===== config.mk =====
export PLATFORM = sky130hd
export DESIGN_NAME = cbs_bank_addresser
export DESIGN_NICKNAME = d
export VERILOG_FILES = /design/src/rtl/cbs_pkg.sv /design/src/rtl/cbs_span_dec.sv /design/src/rtl/cbs_swap_pick.sv /design/src/rtl/cbs_addr_gen.sv /design/src/rtl/cbs_bank_addresser.sv
export SDC_FILE = /design/constraint.sdc
export NUM_CORES = 1
export LEC_CHECK = 0
export ABC_AREA = 1
export BUFFER_PORTS_ARGS = -buffer_cell sky130_fd_sc_hd__buf_4
export CAP_MARGIN = 20
export CORE_UTILIZATION = 55
export CTS_BUF_LIST = sky130_fd_sc_hd__clkbuf_4 sky130_fd_sc_hd__clkbuf_8
export CTS_CLUSTER_DIAMETER = 200
export DETAILED_ROUTE_END_ITERATION = 10
export GPL_ROUTABILITY_DRIVEN = 0
export GPL_TIMING_DRIVEN = 0
export PLACE_DENSITY_LB_ADDON = 0.15
export SYNTH_ARGS = -nofsm -noshare
export SYNTH_HDL_FRONTEND = slang
export SYNTH_SLANG_ARGS = --single-unit

===== constraint.sdc =====
create_clock -name clk -period 4.7 [get_ports clk]
set_input_delay 0.47 -clock clk [delete_from_list [all_inputs] [get_ports clk]]
set_output_delay 0.47 -clock clk [all_outputs]
set_load 0.005 [all_outputs]

===== src/rtl/cbs_pkg.sv =====
package cbs_pkg;

    typedef enum logic {
        SRC_PIN = 1'b0,
        SRC_REG = 1'b1
    } swap_src_e;

    typedef enum logic {
        MODE_SINGLE = 1'b0,
        MODE_DUAL   = 1'b1
    } filt_mode_e;

endpackage


===== src/rtl/cbs_span_dec.sv =====
// Decodes the length code into the per-bank span (addresses per sample)
// and whether a second bank fits in the store.
module cbs_span_dec #(
    parameter int ADDR_W  = 7,
    parameter int SEL_W   = 2,
    parameter int MIN_LOG = 3
) (
    input  logic [SEL_W-1:0] sel,
    output logic [ADDR_W:0]  span,
    output logic             swap_ok
);
    localparam logic [SEL_W-1:0] SEL_FULL = {SEL_W{1'b1}};
    localparam int               BASE_SH  = MIN_LOG + 1;

    always_comb begin
        span    = {{ADDR_W{1'b0}}, 1'b1} << (BASE_SH + int'(sel));
        swap_ok = (sel != SEL_FULL);
    end
endmodule


===== src/rtl/cbs_swap_pick.sv =====
// Chooses the bank request source and masks it when no swap is possible.
module cbs_swap_pick
    import cbs_pkg::*;
(
    input  logic src,
    input  logic pin_req,
    input  logic reg_req,
    input  logic swap_ok,
    output logic bank_req
);
    swap_src_e src_e;

    always_comb begin
        src_e    = swap_src_e'(src);
        bank_req = swap_ok & ((src_e == SRC_REG) ? reg_req : pin_req);
    end
endmodule


===== src/rtl/cbs_addr_gen.sv =====
// Maps the running tap count onto the memory layout: the upper bank is
// placed one span above the lower one, which yields both the single and
// the interleaved dual arrangement.
module cbs_addr_gen
    import cbs_pkg::*;
#(
    parameter int ADDR_W = 7
) (
    input  logic [ADDR_W-1:0] cnt,
    input  logic              bank,
    input  logic              dual,
    input  logic [ADDR_W:0]   span,
    output logic [ADDR_W-1:0] addr,
    output logic              filt_b
);
    localparam int EXT_W = ADDR_W + 1;

    logic [EXT_W-1:0] cnt_ext;
    logic [EXT_W-1:0] half;
    logic [EXT_W-1:0] sum;
    filt_mode_e       mode_e;

    always_comb begin
        mode_e  = filt_mode_e'(dual);
        cnt_ext = {1'b0, cnt};
        half    = span >> 1;
        sum     = cnt_ext + (bank ? span : '0);
        addr    = sum[ADDR_W-1:0];
        filt_b  = (mode_e == MODE_DUAL) && (cnt_ext >= half);
    end
endmodule


===== src/rtl/cbs_bank_addresser.sv =====
module cbs_bank_addresser
    import cbs_pkg::*;
#(
    parameter int ADDR_W  = 7,
    parameter int SEL_W   = 2,
    parameter int MIN_LOG = 3
) (
    input  logic              clk,
    input  logic              rst_n,
    input  logic              samp_stb,
    input  logic              dual_mode,
    input  logic [SEL_W-1:0]  tap_sel,
    input  logic              swap_pin,
    input  logic              swap_src,
    input  logic              swap_reg,
    output logic [ADDR_W-1:0] coef_addr,
    output logic              coef_vld,
    output logic              active_bank,
    output logic              tap_is_b
);
    localparam int EXT_W = ADDR_W + 1;

    typedef struct packed {
        logic [ADDR_W-1:0] cnt;
        logic              run;
        logic              bank;
        logic [SEL_W-1:0]  sel;
        logic              dual;
    } state_t;

    state_t st_d, st_q;

    logic [EXT_W-1:0] span_in, span_q;
    logic             swap_ok_in, swap_ok_q;
    logic             bank_req;

    // capability of the configuration presented at the strobe
    cbs_span_dec #(.ADDR_W(ADDR_W), .SEL_W(SEL_W), .MIN_LOG(MIN_LOG)) u_dec_in (
        .sel     (tap_sel),
        .span    (span_in),
        .swap_ok (swap_ok_in)
    );

    // span of the configuration latched for the running sample
    cbs_span_dec #(.ADDR_W(ADDR_W), .SEL_W(SEL_W), .MIN_LOG(MIN_LOG)) u_dec_q (
        .sel     (st_q.sel),
        .span    (span_q),
        .swap_ok (swap_ok_q)
    );

    cbs_swap_pick u_pick (
        .src      (swap_src),
        .pin_req  (swap_pin),
        .reg_req  (swap_reg),
        .swap_ok  (swap_ok_in),
        .bank_req (bank_req)
    );

    cbs_addr_gen #(.ADDR_W(ADDR_W)) u_addr (
        .cnt    (st_q.cnt),
        .bank   (st_q.bank & swap_ok_q),
        .dual   (st_q.dual),
        .span   (span_q),
        .addr   (coef_addr),
        .filt_b (tap_is_b)
    );

    logic last_tap;

    always_comb begin
        st_d     = st_q;
        last_tap = ({1'b0, st_q.cnt} == (span_q - EXT_W'(1)));
        if (samp_stb) begin
            st_d.cnt  = '0;
            st_d.run  = 1'b1;
            st_d.bank = bank_req;
            st_d.sel  = tap_sel;
            st_d.dual = dual_mode;
        end else if (st_q.run) begin
            if (last_tap) begin
                st_d.run = 1'b0;
            end else begin
                st_d.cnt = st_q.cnt + ADDR_W'(1);
            end
        end
    end

    always_ff @(posedge clk) begin
        if (!rst_n) begin
            st_q <= '0;
        end else begin
            st_q <= st_d;
        end
    end

    assign coef_vld    = st_q.run;
    assign active_bank = st_q.bank;

    // span_in is used only for its width-matched decode of capability
    logic unused_span;
    assign unused_span = ^span_in;

endmodule


==> results of run 1 <==
[Yosys cell counts, drive strengths merged]
cell,n
o2111ai,1
o21ai,5
xnor2,1
ha,7
nand3,13
dfxtp,12
nand2,28
nor2,14
a21oi,13
o22ai,1
buf,5
xor2,4
fa,1
inv,16
[cell families after synthesis]
kind of cell / Yosys count
simple gates: 55
buf+inv: 21
compound gates: 20
flops: 12
fa+ha+maj: 8
xor+xnor: 5
[power groups by stage]
| stage | combinational, uW | sequential (uW) | clock, uW |
|---|---|---|---|
| after floorplan | 18.9 | 110 | 0 |
| final | 33.1 | 109 | 86.4 |
| after CTS | 33.3 | 109 | 88.1 |
| after global routing | 37.7 | 109 | 89.8 |
| after detailed placement | 33.2 | 111 | 0 |
| after global placement | 32.1 | 111 | 0 |
[cell type report]
class | instances | area share, %
inverters | 16 | 5.84
well taps | 15 | 1.82
plain buffers | 5 | 3.28
clock buffers | 4 | 3.53
flip-flops and latches | 12 | 23.4
multi-input cells | 88 | 49.0
repair buffers | 18 | 13.1
[worst paths after layout]
kind / start / endpoint / slack (ns) / cells past startpoint
max: st_q[2]$_SDFFE_PN0P_ / coef_addr[6] / 2.24 / 9
min: dual_mode / st_q[0]$_SDFFE_PN0P_ / 0.41 / 3
max reg2reg: st_q[5]$_SDFFE_PP0P_ / st_q[6]$_SDFFE_PP0P_ / 3.13 / 7
min reg2reg: st_q[1]$_SDFFE_PN0P_ / st_q[1]$_SDFFE_PN0P_ / 0.54 / 2
[worst reg2reg max path: cells and delay by family, from the launching register on]
kind	cells	cell delay [ns]
and+or+nand+nor	5	0.70
DFF	1	0.44
adders and majority gates	1	0.26
AOI/OAI and AO/OA	1	0.12
[stage by stage]
stage          power (uW)  util (%)  worst slack, ns
2_1_floorplan         129         -             2.73
3_3_place_gp          143      72.6             2.57
3_5_place_dp          144      72.6             2.53
4_1_cts               230      75.3             2.22
5_1_grt               237      75.3             2.04
6_report              228      75.3             2.24
[routing by layer]
layer / routed length (um) / vias to the layer above / track usage (%)
li1: - / 433 / -
met2: 817 / 14 / 39.8
met4: 50 / 0 / 17.5
met1: 791 / 380 / 29.8
met5: 0 / - / 0
met3: 48 / 5 / 4.89
[registers in the layout, summed over array words and instances, names as in the netlist]
name and flops:
st_q 10, coef_vld 1, active_bank 1
[placed cells by master (no fill, tap or decap), drive strengths merged]
cell type and count:
clkbuf 4, ha 7, o2111ai 1, xnor2 1
nor2 14, o21ai 5, inv 16, nand3 13
dfxtp 12, a21oi 13, fa 1, xor2 4
o22ai 1, buf 23, nand2 28
==> results.sh, run 1 <==
export IMPL_min_delay_path_class="in2reg"
export IMPL_post_synth_inst_count=121
export IMPL_worst_path_max_delay_cell="fa_1"
export IMPL_internal_power_uw=167
export IMPL_finalNonFillerCells=158
export IMPL_timing_setup_critical_path_class="reg2out"
export IMPL_post_cts_setup_buffer_count=0
export IMPL_layout_drive_gt1_share_pct=23.8
export IMPL_synth_xor_area_share_pct=5.22
export IMPL_top_level_ports=19
export IMPL_die_w_um=41.0
export IMPL_power_switching_uw=60.6
export IMPL_worst_clock_skew_ns=0.00743
export IMPL_fp_dieH_um=41.0
export IMPL_grt_antenna_before_repair=0
export IMPL_tritoncts_num_sinks=12
export IMPL_timing_setup_tns_ns=0
export IMPL_ctsLongestPathBuffers=2
export IMPL_vdd_drop_max_mv=0.197
export IMPL_synth_top_cells_by_area="dfxtp_1 (29%), nand2_1 (12%), ha_1 (10%), a21oi_1 (7.8%), nand3_1 (7.2%)"
export IMPL_timing_critical_path_fanout_max=6
export IMPL_grt_setup_unrepaired="no"
export IMPL_numCtsBuffers=3
export IMPL_p_clk_share_pct=37.9
export IMPL_synth_compound_gate_area_share_pct=12.5
export IMPL_die_area_sq_mm=0.00168
export IMPL_arrival_ns=1.99
export IMPL_grt_first_pass_wirelength_um=2670
export IMPL_relSlewSlack_pct=71.1
export IMPL_kind_of_capture_point_of_the_worst_setup_path="output port"
export IMPL_max_slew_worst_pin_slew_ns=0.433
export IMPL_syn_avg_cell_area_sq_um=6.93
export IMPL_tritoncts_clock_tree="yes"
export IMPL_register_area_sq_um=240
export IMPL_seq_area_frac_synth_pct=28.7
export IMPL_number_of_hold_buffers_added_after_cts=0
export IMPL_min_period_ns=2.46
export IMPL_initial_core_util_pct=61.4
export IMPL_post_cts_resize_count=0
export IMPL_yosysTopAreaCell="dfxtp_1"
export IMPL_cp_data_required_time_ns=4.23
export IMPL_syn_cell_area_sq_um=838
export IMPL_critPathTopFamily="adder cells"
export IMPL_placement_cell_area_sq_um=992
export IMPL_design_area_sq_mm=0.00103
export IMPL_gr_usage_all_layers_pct=25.1
export IMPL_vias_in_the_first_global_route=646
export IMPL_clock_tree_htree_level_count=1
export IMPL_ys_types=20
export IMPL_finalHoldViolations=0
export IMPL_cts_root_buffer_cell="clkbuf_4"
export IMPL_vias=832
export IMPL_antenna_viol_nets_final=0
export IMPL_port_buffer_count=18
export IMPL_ys_seq_elements=12
export IMPL_crit_path_cell_trace="nor2_1 -> inv_1 -> nor2_1 -> ha_1 -> inv_1 -> fa_1 -> xnor2_1 -> xor2_1 -> buf_4"
export IMPL_swShare_pct=26.6
export IMPL_timing_final_setup_violations=0
export IMPL_layout_worst_path_cycle_share_pct=52.3
export IMPL_grt_start_max_net_pins=9
export IMPL_filler_cell_count=125
export IMPL_synth_simple_area_share_pct=29.6
export IMPL_fmax_mhz=407
export IMPL_synth_top_family_by_area="simple AND/OR/NAND/NOR gates"
export IMPL_cts_clk_slew_worst_paths_ns=0.08
export IMPL_muxShareOfSynthArea_pct=0
export IMPL_synthAdderAreaFrac_pct=12.8
export IMPL_synth_nets=138
export IMPL_synth_top_cell_area_share_pct=28.7
export IMPL_dpl_hpwl_um=1390
export IMPL_number_of_placed_instances_taps_included=154
export IMPL_timing_hold_ws_ns=0.406
export IMPL_antenna_diode_count=0
export IMPL_drv_slew=0
export IMPL_drv_cap=0
export IMPL_critical_path_n_buffers_inverters=3
export IMPL_yosysWarnings=0
export IMPL_crit_path_max_incr_delay_ns=0.37
export IMPL_route_final_wire_length_um=1710
export IMPL_power_leakage_uw=0.000482
export IMPL_power_per_cell_area_mw_per_mm2=222
export IMPL_combined_area_of_the_multi_input_logic_cells_sq_um=504
export IMPL_routedWlPerCell_um=10.8
export IMPL_status="finished, final reports clean"
export IMPL_overflow_left_after_global_routing=0
export IMPL_design_core_area_sq_mm=0.00137
export IMPL_seqPwrFrac_pct=47.6
export IMPL_route_detailed_vias_per_inst=5.27
export IMPL_finalNetCount=161
export IMPL_drc=0
export IMPL_drt_initial_drc_count=9
export IMPL_floorplan_rows=13
export IMPL_crit_path_start_kind="flip-flop"
export IMPL_comb_power_share_pct=14.5
export IMPL_worst_skew_pair_late_latency_ns=0.29
export IMPL_area_overhead_of_the_layout_relative_to_synthesis_pct=22.7
export IMPL_drt_first_pass_iters=4
Power figures use the tool's default switching activity.
==> run 2, diff against run 1 <==
==> constraint.sdc (replaced) <==
create_clock -name clk -period 2.4 [get_ports clk]
set_input_delay 0.24 -clock clk [delete_from_list [all_inputs] [get_ports clk]]
set_output_delay 0.24 -clock clk [all_outputs]
set_load 0.005 [all_outputs]
==> results.sh, run 2 (synthesized netlist as in run 1, its figures left out) <==
export IMPL_grt_antenna_before_repair=0
export IMPL_gr_usage_all_layers_pct=25.1
export IMPL_cts_clk_slew_worst_paths_ns=0.08
export IMPL_drt_first_pass_iters=4
export IMPL_rr_startpoint="st_q[5]$_SDFFE_PP0P_"
export IMPL_fmax_mhz=452
export IMPL_tritoncts_clock_tree="yes"
export IMPL_tritoncts_num_sinks=12
export IMPL_port_buffer_count=18
export IMPL_cp_data_required_time_ns=2.16
export IMPL_drv_slew=0
export IMPL_initial_core_util_pct=61.4
export IMPL_die_area_sq_mm=0.00168
export IMPL_timing_setup_critical_path_class="reg2out"
export IMPL_max_slew_worst_pin_slew_ns=0.433
export IMPL_ctsLongestPathBuffers=2
export IMPL_relSlewSlack_pct=71.1
export IMPL_status="finished, final reports clean"
export IMPL_finalNetCount=161
export IMPL_grtUsageMet2_pct=39.8
export IMPL_route_detailed_vias_per_inst=5.28
export IMPL_timing_setup_tns_ns=0
export IMPL_regToRegSetupSlack_ns=0.83
export IMPL_drc=0
export IMPL_hold_path_startpoint="dual_mode"
export IMPL_clock_tree_htree_level_count=1
export IMPL_grt_setup_unrepaired="no"
export IMPL_rr_endpoint="st_q[6]$_SDFFE_PP0P_"
export IMPL_arrival_ns=1.97
export IMPL_final_core_util_pct=76.0
export IMPL_worst_skew_pair_late_latency_ns=0.29
export IMPL_design_core_area_sq_mm=0.00137
export IMPL_antenna_diode_count=0
export IMPL_largest_register_ffs=10
export IMPL_worst_clock_skew_ns=0.00743
export IMPL_vias_in_the_first_global_route=646
export IMPL_vias=834
export IMPL_global_route_usage_met1_pct=29.8
export IMPL_route_final_wire_length_um=1730
export IMPL_layout_worst_path_cycle_share_pct=92.2
export IMPL_grt_start_max_net_pins=9
export IMPL_r2r_cells=7
export IMPL_top_level_ports=19
export IMPL_met3_usage_pct=4.89
export IMPL_cts_root_buffer_cell="clkbuf_4"
export IMPL_fp_dieH_um=41.0
export IMPL_post_cts_setup_buffer_count=0
export IMPL_grt_first_pass_wirelength_um=2670
export IMPL_area_overhead_of_the_layout_relative_to_synthesis_pct=23.9
export IMPL_register_area_sq_um=240
export IMPL_drv_cap=0
export IMPL_power_per_cell_area_mw_per_mm2=431
export IMPL_grt_most_used_layer="met2"
export IMPL_pre_cts_ws_ns=0.463
export IMPL_numCtsBuffers=3
export IMPL_drt_initial_drc_count=9
export IMPL_max_flop_register="st_q"
export IMPL_hold_depth=3
export IMPL_floorplan_rows=13
export IMPL_dpl_hpwl_um=1390
export IMPL_filler_cell_count=128
export IMPL_min_delay_path_class="in2reg"
export IMPL_vdd_drop_max_mv=0.386
export IMPL_min_period_ns=2.21
export IMPL_layout_drive_gt1_share_pct=25.2
export IMPL_die_w_um=41.0
export IMPL_most_common_layout_cells="nand2_1 (27), buf_4 (22), a21oi_1 (13)"
export IMPL_finalHoldViolations=0
export IMPL_antenna_viol_nets_final=0
export IMPL_power_leakage_uw=0.000492
export IMPL_mostFrequentLayoutCell="nand2_1"
export IMPL_timing_critical_path_fanout_max=6
export IMPL_combined_area_of_the_multi_input_logic_cells_sq_um=514
export IMPL_overflow_left_after_global_routing=0
export IMPL_timing_final_setup_violations=0
export IMPL_kind_of_capture_point_of_the_worst_setup_path="output port"
export IMPL_timing_hold_ws_ns=0.176
export IMPL_routedWlPerCell_um=10.9
export IMPL_post_route_worst_setup_slack_ns=0.188
export IMPL_crit_path_start_kind="flip-flop"
export IMPL_worst_hold_path_endpoint="st_q[0]$_SDFFE_PN0P_"
==> run 2: cell counts in the layout (fill, tap and decap cells not counted) <==
Identical to the previous run, type by type.
==> run 2: per-layer routing <==
metal	up-vias	part of all wire [%]	wire (um)
li1	433	-	-
met1	382	46	797
met2	14	48	830
met3	5	2.7	47
met4	0	2.9	50
met5	-	0	0
==> run 2: critical path: stages, from the launching register on <==
cell     delay, ns
dfxtp_1       0.37
nor2_2        0.15
inv_1         0.06
nor2_1        0.09
ha_1          0.15
inv_1         0.05
fa_1          0.40
xnor2_2       0.15
xor2_1        0.14
buf_4         0.13
==> run 2: area by class of cell <==
class                      count  share of cell area [%]
multi-input combinational     88                    49.5
sequential                    12                    23.1
timing repair buffer          18                    13.0
inverter                      16                    5.78
clock buffer                   4                    3.49
buffer                         5                    3.25
tap                           15                    1.81
==> run 2: where the power goes <==
part | total (uW) | switching (uW) | internal [uW]
sequential | 213 | 7.52 | 206
combinational | 65.1 | 35.1 | 30.0
clock | 169 | 76.8 | 92.5
total | 448 | 119 | 328
==> run 2: per-stage QoR <==
step	power, uW	std cells	area (sq um)
2_1_floorplan	253	121	838
3_3_place_gp	280	154	992
3_5_place_dp	282	154	992
4_1_cts	450	158	1030
5_1_grt	464	158	1040
6_report	448	158	1040
==> run 2: worst max-delay path by stage <==
stage / slack [ns] / cells past startpoint / start / end
after floorplan: 0.66 / 8 / st_q[2]$_SDFFE_PN0P_ / coef_addr[6]
after global placement: 0.50 / 9 / st_q[2]$_SDFFE_PN0P_ / coef_addr[6]
after detailed placement: 0.46 / 9 / st_q[2]$_SDFFE_PN0P_ / coef_addr[6]
after CTS: 0.15 / 9 / st_q[2]$_SDFFE_PN0P_ / coef_addr[6]
after global routing: 0.01 / 9 / st_q[2]$_SDFFE_PN0P_ / coef_addr[6]
final: 0.19 / 9 / st_q[2]$_SDFFE_PN0P_ / coef_addr[6]
==> run 2: repair_timing <==
item | in CTS | in global routing
endpoints found under the hold margin | 0 | 0
resized for setup | 0 | 2
setup endpoints to repair | 0 | 1
hold buffers | 0 | 0
==> run 3, diff against run 2 <==
--- a/config.mk
+++ b/config.mk
@@ -7,12 +7,12 @@
 export LEC_CHECK = 0
 export ABC_AREA = 1
 export BUFFER_PORTS_ARGS = -buffer_cell sky130_fd_sc_hd__buf_4
-export CAP_MARGIN = 20
-export CORE_UTILIZATION = 55
+export CAP_MARGIN = 10
+export CORE_UTILIZATION = 46
 export CTS_BUF_LIST = sky130_fd_sc_hd__clkbuf_4 sky130_fd_sc_hd__clkbuf_8
 export CTS_CLUSTER_DIAMETER = 200
 export DETAILED_ROUTE_END_ITERATION = 10
-export GPL_ROUTABILITY_DRIVEN = 0
+export GPL_ROUTABILITY_DRIVEN = 1
 export GPL_TIMING_DRIVEN = 0
 export PLACE_DENSITY_LB_ADDON = 0.15
 export SYNTH_ARGS = -nofsm -noshare
==> results.sh, run 3 (synthesized netlist as in run 1, its figures left out) <==
export IMPL_status="finished, final reports clean"
export IMPL_finalHoldViolations=0
export IMPL_grt_first_pass_wirelength_um=2970
export IMPL_cts_clk_slew_worst_paths_ns=0.08
export IMPL_most_common_layout_cells="nand2_1 (27), buf_4 (22), a21oi_1 (13), inv_1 (12), nand3_1 (12)"
export IMPL_dpl_hpwl_um=1340
export IMPL_register_area_sq_um=241
export IMPL_min_period_ns=2.25
export IMPL_routabilityCongestion=0.774
export IMPL_grt_antenna_before_repair=0
export IMPL_largest_register_ffs=10
export IMPL_power_switching_uw=112
export IMPL_floorplan_rows=15
export IMPL_cpMostUsedCell="inv_1"
export IMPL_vdd_drop_max_mv=0.364
export IMPL_crit_path_cell_trace="nor2_2 -> inv_1 -> nor2_1 -> ha_1 -> inv_1 -> fa_1 -> xnor2_1 -> xor2_1 -> buf_4"
export IMPL_timing_setup_tns_ns=0
export IMPL_min_delay_path_class="in2reg"
export IMPL_worst_skew_pair_late_latency_ns=0.27
export IMPL_drv_cap=0
export IMPL_worst_clock_skew_ns=0.00153
export IMPL_layout_drive_gt1_share_pct=25.2
export IMPL_timing_final_setup_violations=0
export IMPL_drc=0
export IMPL_arrival_ns=2.01
export IMPL_power_leakage_uw=0.000483
export IMPL_worst_path_max_delay_cell="dfxtp_1"
export IMPL_route_detailed_vias_per_inst=4.98
export IMPL_comb_power_share_pct=14.7
export IMPL_gr_usage_all_layers_pct=20.1
export IMPL_cts_root_buffer_cell="clkbuf_4"
export IMPL_post_cts_resize_count=0
export IMPL_tritoncts_num_sinks=12
export IMPL_drt_first_pass_iters=4
export IMPL_die_area_sq_mm=0.00200
export IMPL_grt_setup_unrepaired="no"
export IMPL_layout_worst_path_cycle_share_pct=93.8
export IMPL_grt_start_max_net_pins=9
export IMPL_swShare_pct=25.5
export IMPL_timing_critical_path_fanout_max=6
export IMPL_crit_path_start_kind="flip-flop"
export IMPL_tritoncts_clock_tree="yes"
export IMPL_numCtsBuffers=3
export IMPL_combined_area_of_the_multi_input_logic_cells_sq_um=507
export IMPL_critPathTopFamily="adder cells"
export IMPL_relSlewSlack_pct=72.3
export IMPL_cp_data_required_time_ns=2.16
export IMPL_critical_path_n_buffers_inverters=3
export IMPL_timing_setup_critical_path_class="reg2out"
export IMPL_filler_cell_count=178
export IMPL_vias=836
export IMPL_top_level_ports=19
export IMPL_design_core_area_sq_mm=0.00171
export IMPL_vias_in_the_first_global_route=694
export IMPL_finalNetCount=161
export IMPL_max_flop_register="st_q"
export IMPL_drt_initial_drc_count=26
export IMPL_overflow_left_after_global_routing=0
export IMPL_max_slew_worst_pin_slew_ns=0.416
export IMPL_antenna_viol_nets_final=0
export IMPL_power_uw=440
export IMPL_drv_slew=0
export IMPL_crit_path_max_incr_delay_ns=0.38
export IMPL_fmax_mhz=444
export IMPL_antenna_diode_count=0
export IMPL_initial_core_util_pct=49.1
export IMPL_ctsLongestPathBuffers=2
export IMPL_mostFrequentLayoutCell="nand2_1"
export IMPL_port_buffer_count=18
export IMPL_post_cts_setup_buffer_count=0
export IMPL_kind_of_capture_point_of_the_worst_setup_path="output port"
export IMPL_power_per_cell_area_mw_per_mm2=422
export IMPL_route_final_wire_length_um=1730
export IMPL_die_w_um=44.7
export IMPL_internal_power_uw=328
export IMPL_routedWlPerCell_um=10.3
export IMPL_seqPwrFrac_pct=48.5
export IMPL_p_clk_share_pct=36.8
export IMPL_clock_tree_htree_level_count=1
export IMPL_number_of_hold_buffers_added_after_cts=0
export IMPL_fp_dieH_um=44.7
export IMPL_area_overhead_of_the_layout_relative_to_synthesis_pct=24.6
==> run 3: cell counts in the layout (fill, tap and decap cells not counted) <==
Identical to the previous run, type by type.
==> run 3: power groups by stage <==
| stage | Combinational (uW) | Clock [uW] | Sequential, uW |
|---|---|---|---|
| 3_5_place_dp | 64.4 | 0 | 218 |
| 3_3_place_gp | 62.9 | 0 | 217 |
| 5_1_grt | 74.4 | 178 | 215 |
| 4_1_cts | 64.6 | 166 | 213 |
| 6_report | 64.7 | 162 | 214 |
| 2_1_floorplan | 37.0 | 0 | 216 |
==> run 3: layout make-up <==
type	count	share of cell area, %
Buffer	5	3.23
Clock buffer	4	3.47
Inverter	16	5.75
Multi-Input combinational cell	88	48.5
Sequential cell	12	23.1
Tap cell	25	2.99
Timing Repair Buffer	18	12.9
==> run 3: per-stage QoR <==
stage	hold slack, ns	cells	util [%]	setup slack, ns	instance area, sq um
finish	0.187	168	61.2	0.150	1040
global route	0.190	168	61.2	0.00586	1040
detailed placement	0.479	164	58.8	0.432	1000
CTS	0.187	168	61.0	0.122	1040
global placement	0.470	164	58.8	0.489	1000
floorplan	0.362	121	-	0.663	838
==> run 3: metal layers <==
layer / routed length [um] / track usage [%] / up-vias
met5: 0 / 0 / -
met4: 21 / 5.45 / 0
met3: 85 / 6.00 / 4
met2: 839 / 33.8 / 19
met1: 788 / 24.9 / 382
li1: - / - / 431
==> run 3: worst register-to-register path, cell delays in order, from the launching register on <==
cell and delay [ns]:
dfxtp_1 0.42, ha_1 0.26, nand3_1 0.15, nor2_2 0.18, nand3_4 0.14, nand2_4 0.14
nand2_1 0.06, a21oi_1 0.12
==> run 3: final timing paths <==
kind | startpoint | end | slack, ns | cells past startpoint
max | st_q[1]$_SDFFE_PN0P_ | coef_addr[6] | 0.15 | 9
max reg2reg | st_q[5]$_SDFFE_PP0P_ | st_q[10]$_SDFFE_PP0P_ | 0.85 | 7
min reg2reg | st_q[0]$_SDFFE_PN0P_ | st_q[0]$_SDFFE_PN0P_ | 0.51 | 2
min | dual_mode | st_q[0]$_SDFFE_PN0P_ | 0.19 | 3
